--- src/rtl/cmp_out_pkg.sv ---
package cmp_out_pkg;

    typedef enum logic [1:0] {
        CMO_OFF    = 2'b00,
        CMO_TOGGLE = 2'b01,
        CMO_CLEAR  = 2'b10,
        CMO_SET    = 2'b11
    } cmo_mode_e;

    typedef struct packed {
        logic oc_bit;
    } cmo_state_t;

    localparam cmo_state_t CMO_RESET_STATE = '{oc_bit: 1'b0};

endpackage

--- src/rtl/cmo_action.sv ---
module cmo_action
    import cmp_out_pkg::*;
(
    input  logic      cur_i,
    input  cmo_mode_e mode_i,
    output logic      next_o
);
    always_comb begin
        unique case (mode_i)
            CMO_TOGGLE: next_o = ~cur_i;
            CMO_CLEAR:  next_o = 1'b0;
            CMO_SET:    next_o = 1'b1;
            default:    next_o = cur_i;
        endcase
    end
endmodule

--- src/rtl/cmo_pin_mux.sv ---
module cmo_pin_mux
    import cmp_out_pkg::*;
(
    input  cmo_mode_e mode_i,
    input  logic      oc_bit_i,
    input  logic      port_data_i,
    input  logic      port_dir_i,
    output logic      pin_o,
    output logic      pin_oe_o
);
    logic owned;

    always_comb begin
        owned    = (mode_i != CMO_OFF);
        pin_o    = owned ? oc_bit_i : port_data_i;
        pin_oe_o = port_dir_i;
    end
endmodule

--- src/rtl/cmp_out_pin_unit.sv ---
module cmp_out_pin_unit
    import cmp_out_pkg::*;
(
    input  logic       clk,
    input  logic       rst_n,
    input  logic       match_i,
    input  logic       force_i,
    input  logic [1:0] mode_i,
    input  logic       preset_we_i,
    input  logic       preset_val_i,
    input  logic       port_data_i,
    input  logic       port_dir_i,
    output logic       pin_o,
    output logic       pin_oe_o,
    output logic       oc_state_o
);
    cmo_state_t st_d, st_q;
    cmo_mode_e  mode_e;
    logic       act_bit;
    logic       cmp_event;

    assign mode_e = cmo_mode_e'(mode_i);

    cmo_action u_action (
        .cur_i  (st_q.oc_bit),
        .mode_i (mode_e),
        .next_o (act_bit)
    );

    // next-state: preset first, otherwise one action per edge for any event
    always_comb begin
        st_d      = st_q;
        cmp_event = match_i | force_i;
        if (preset_we_i) begin
            st_d.oc_bit = preset_val_i;
        end else if (cmp_event) begin
            st_d.oc_bit = act_bit;
        end
    end

    always_ff @(posedge clk or negedge rst_n) begin
        if (!rst_n) begin
            st_q <= CMO_RESET_STATE;
        end else begin
            st_q <= st_d;
        end
    end

    cmo_pin_mux u_mux (
        .mode_i      (mode_e),
        .oc_bit_i    (st_q.oc_bit),
        .port_data_i (port_data_i),
        .port_dir_i  (port_dir_i),
        .pin_o       (pin_o),
        .pin_oe_o    (pin_oe_o)
    );

    assign oc_state_o = st_q.oc_bit;
endmodule

--- config.mk ---
export PLATFORM = sky130hd
export DESIGN_NAME = cmp_out_pin_unit
export DESIGN_NICKNAME = d
export VERILOG_FILES = /design/src/rtl/cmp_out_pkg.sv /design/src/rtl/cmo_action.sv /design/src/rtl/cmo_pin_mux.sv /design/src/rtl/cmp_out_pin_unit.sv
export SDC_FILE = /design/constraint.sdc
export NUM_CORES = 1
export LEC_CHECK = 0
export ABC_AREA = 1
export ABC_CLOCK_PERIOD_IN_PS = 1000
export BUFFER_PORTS_ARGS = -buffer_cell sky130_fd_sc_hd__buf_2
export CAP_MARGIN = 0
export CORE_AREA = 2 2 39 41
export CTS_CLUSTER_DIAMETER = 150
export DETAILED_ROUTE_END_ITERATION = 10
export DIE_AREA = 0 0 41 43
export PLACE_DENSITY = 0.3
export SYNTH_ARGS = -nofsm -noshare
export SYNTH_HDL_FRONTEND = slang
export SYNTH_SLANG_ARGS = --single-unit
export TNS_END_PERCENT = 30
--- constraint.sdc ---
create_clock -name clk -period 1 [get_ports clk]
set_input_delay 0.15 -clock clk [delete_from_list [all_inputs] [get_ports clk]]
set_output_delay 0.15 -clock clk [all_outputs]
set_load 0.02 [all_outputs]
After elaboration in Yosys (flattened, before gate mapping)
Index checks and enable logic that the tools add are counted.

Register bits: 1. Output and inout bits: 3. Input bits: 10. Logic and storage cells: 14.

Multiplexer cells: 4. Equality and inequality tests: 3. Bitwise logic cells: 2. Reductions and logical operators: 4.

Operator list (number): $eq 2x2->1 const B (2); $reduce_bool 2->1 (2); $reduce_bool 4->1 (1); $mux 1 (3); $pmux 1 s3 (1); $eq 2x1->1 const B (1); $reduce_and 2->1 (1); $not 1->1 (1); $or 1x1->1 (1).

Depth between registers and ports, before layout
Depth in word-level cells: 4. Depth in mapped cells: 6. Mapped depth without buffers: 6.

Modules after synthesis
Synthesis repeated with hierarchy kept, for this count alone.

Cell total of the unflattened synthesis: 22. Area, all modules: 110.1 um2.

By module, submodules not included: cmp_out_pin_unit (sequential area each 25.0 um2, area each 63.8 um2, cells each 11, times used 1); cmo_pin_mux (sequential area each 0.0 um2, area each 23.8 um2, cells each 5, times used 1); cmo_action (sequential area each 0.0 um2, area each 22.5 um2, cells each 6, times used 1).

Worst setup path after synthesis
No wires, ideal clock.

Path type: reg2out. Start: register st_q, in the netlist oc_state_o. End: output pin_o. Cell stages (with the launch flop): 3. Slack: -0.030 ns. Data required time: 0.850 ns. Arrival time: 0.880 ns. Path through: dfrtp_1 > inv_1 > a21oi_1.

Word-level cells in the longest chain between the ends: 1.

RTL lines: from (decl) (line cmp_out_pin_unit.sv:17) `cmo_state_t st_d, st_q;`; from (signal assigned) (line cmp_out_pin_unit.sv:45) `st_q <= st_d;`; $mux 1 (line cmo_pin_mux.sv:15) `pin_o = owned ? oc_bit_i : port_data_i;`; to (decl) (line cmp_out_pin_unit.sv:13) `output logic pin_o,`.

No other way between the ends.

Final worst setup path
Start: input mode_i[1]. End: output pin_o.

Word-level cells in the longest chain between the ends: 2.

RTL lines: from (decl) (line cmp_out_pin_unit.sv:8) `input logic [1:0] mode_i,`; $reduce_bool 2->1 (line cmo_pin_mux.sv:14) `owned = (mode_i != CMO_OFF);`; $mux 1 (line cmo_pin_mux.sv:15).

No other way between the ends.

==> flow_summary.ini <==
[global_route]
grt_use_total_pct = 3.206
grt_pass1_wl_um = 441
grt_pass1_vias = 127
grt_max_degree = 5
grt_antenna_before_repair = 0
overflow = 0

[finish]
largest_reg_flops = 1
final_area_um2 = 192.7
area_growth_pct = 65.59
stdcell_count = 47
final_util_pct = 13.92
antenna_cells = 0
layout-drive-gt1-share_pct = 45.16
nets = 43
final_common_cell = buf_2
mostFrequentLayoutCells = buf_2 (10), inv_1 (5), nand2_1 (5)

[synth]
synth_top_area_share_pct = 21.51
synth-seq-cells = 1
synth_largest_area_cell = dfrtp_1
ys_seq_area_share_pct = 21.51
yosysWarnings = 0
synth_nets = 31
netlist_instances = 21
syn-cell-area_um2 = 116.4
syn_area_per_cell_um2 = 5.541
synth_area_leaders = dfrtp_1 (22%), inv_1 (16%), nand2_1 (16%), nand3_1 (13%), nand2_2 (11%)
synthDistinctLibCells = 10

[floorplanning]
chipHeight_um = 43
dieArea_um2 = 1763
ios = 13
die_x_um = 41
start_util_pct = 8.409
core.rowCount = 14
coreArea_um2 = 1384

[cts]
cts_setup_buffers = 0
clk_latency_ns = 0
cts_resized = 0
cts_hold_buf = 1

[min_path]
hp-class = primary input to output port

[drt]
viasPerCell = 3.043
wl_um = 268
drtPass1Iterations = 2
vias = 143
routedWlPerCell_um = 5.702
drc = 0
first_iter_violations = 1
antenna_violating_nets_post_route = 0

[pwr]
power.static_leakage_uw = 0.0001169
switching_share_pct = 36.85
peakVddDrop_mv = 0.2212
pwr-share-comb_pct = 61.4
p_int_uw = 81.38
p_clk_share_pct = 0
power_frac_seq_pct = 38.6
switchingPower_uw = 47.48
power.density_nw_per_um2 = 668.8

[critical_path]
slowest_stage = buf_2
timing.critical_path.cells = buf_2, inv_2, nand2_2, nor2_1, a21oi_2, buf_2
critPathMostFrequentCell = buf_2
critPathLaunchType = primary input
cp_top_family = buffers and inverters
cp_max_fo = 3
cpPeakStageDelay_ns = 0.15
critPathKind = primary input to output port
cp_data_required_time_ns = 0.85
path_buf_inv = 3
crit_arrival_ns = 0.69
end_kind = output port

[timing]
post-route-period-util_pct = 83.55
finClkSkew_ns = 0
max_freq_ghz = 1.197
period_needed_ns = 0.8355
rsz0062_at_grt = no
hold_violations = 0
setup_violations = 0
relSlewSlack_pct = 92.58
finalSetupTns_ns = 0
maxSlewViolCount = 0
tightest_slew_ns = 0.1109

[place]
gp_congestion = 0.5827
placed_cells = 46
port_buffers = 10
dpl_cell_area_um2 = 182.7
dp_hpwl_um = 254.9

[run_status]
status = finished, final reports clean

[flow_run]
maxCapViolations = 0
layer usage:
layer | up-vias | routed length [um] | GRT usage [%]
li1 | 80 | - | -
met1 | 56 | 135 | 5.112
met2 | 7 | 109 | 5.000
met3 | 0 | 23 | 0
met4 | 0 | 0 | 0
met5 | - | 0 | 0
power by group through the flow:
stage	registers [uW]	clock network [uW]	logic, uW
6_report	49.8	0	79.1
5_1_grt	50.2	0	90.3
4_1_cts	50.2	0	81.4
3_5_place_dp	50.1	0	78.2
3_3_place_gp	50.2	0	78.1
2_1_floorplan	56.6	0	45.1
kinds of logic (layout without fill, tap and decap cells):
logic type	Yosys count	in the layout	share of synthesized area, %
AO/OA/AOI/OAI	1	1	4.297
flip-flops	1	1	21.50
buffers and inverters	7	17	25.81
AND/OR/NAND/NOR	12	12	48.38
worst paths after layout:
path                                        start  depth (start not counted)                      to  slack, ns
max                                     mode_i[1]                          6                   pin_o       0.16
min                                    port_dir_i                          0                pin_oe_o       0.30
max reg2reg                oc_state_o$_DFFE_PN0P_                          5  oc_state_o$_DFFE_PN0P_       0.22
min reg2reg                oc_state_o$_DFFE_PN0P_                          2  oc_state_o$_DFFE_PN0P_       0.52
max in group asynchronous                   rst_n                          2  oc_state_o$_DFFE_PN0P_       0.45
min in group asynchronous                   rst_n                          2  oc_state_o$_DFFE_PN0P_       0.46
Yosys cell counts:
cell	number
nand3_1	3
inv_2	1
nand2_2	2
dfrtp_1	1
a21oi_1	1
nand2_1	5
or2_0	1
nor2_1	1
buf_4	1
inv_1	5
per-stage QoR:
| stage | setup slack (ns) | total power, uW | hold slack, ns |
|---|---|---|---|
| 6_report | 0.1645 | 128.9 | 0.3000 |
| 5_1_grt | 0.1206 | 140.5 | 0.3001 |
| 4_1_cts | 0.1611 | 131.5 | 0.3002 |
| 3_5_place_dp | 0.1624 | 128.3 | -0.07250 |
| 3_3_place_gp | 0.1627 | 128.3 | -0.07441 |
| 2_1_floorplan | 0.06107 | 101.8 | -0.1456 |
area by class of cell:
cell class	instances	area [um^2]
fillers	166	1191
multi-input cells	13	65.06
repair buffers	11	60.06
flip-flops and latches	1	25.02
inverters	6	22.52
well taps	16	20.02
No activity file was read; power rests on OpenSTA's default activity.
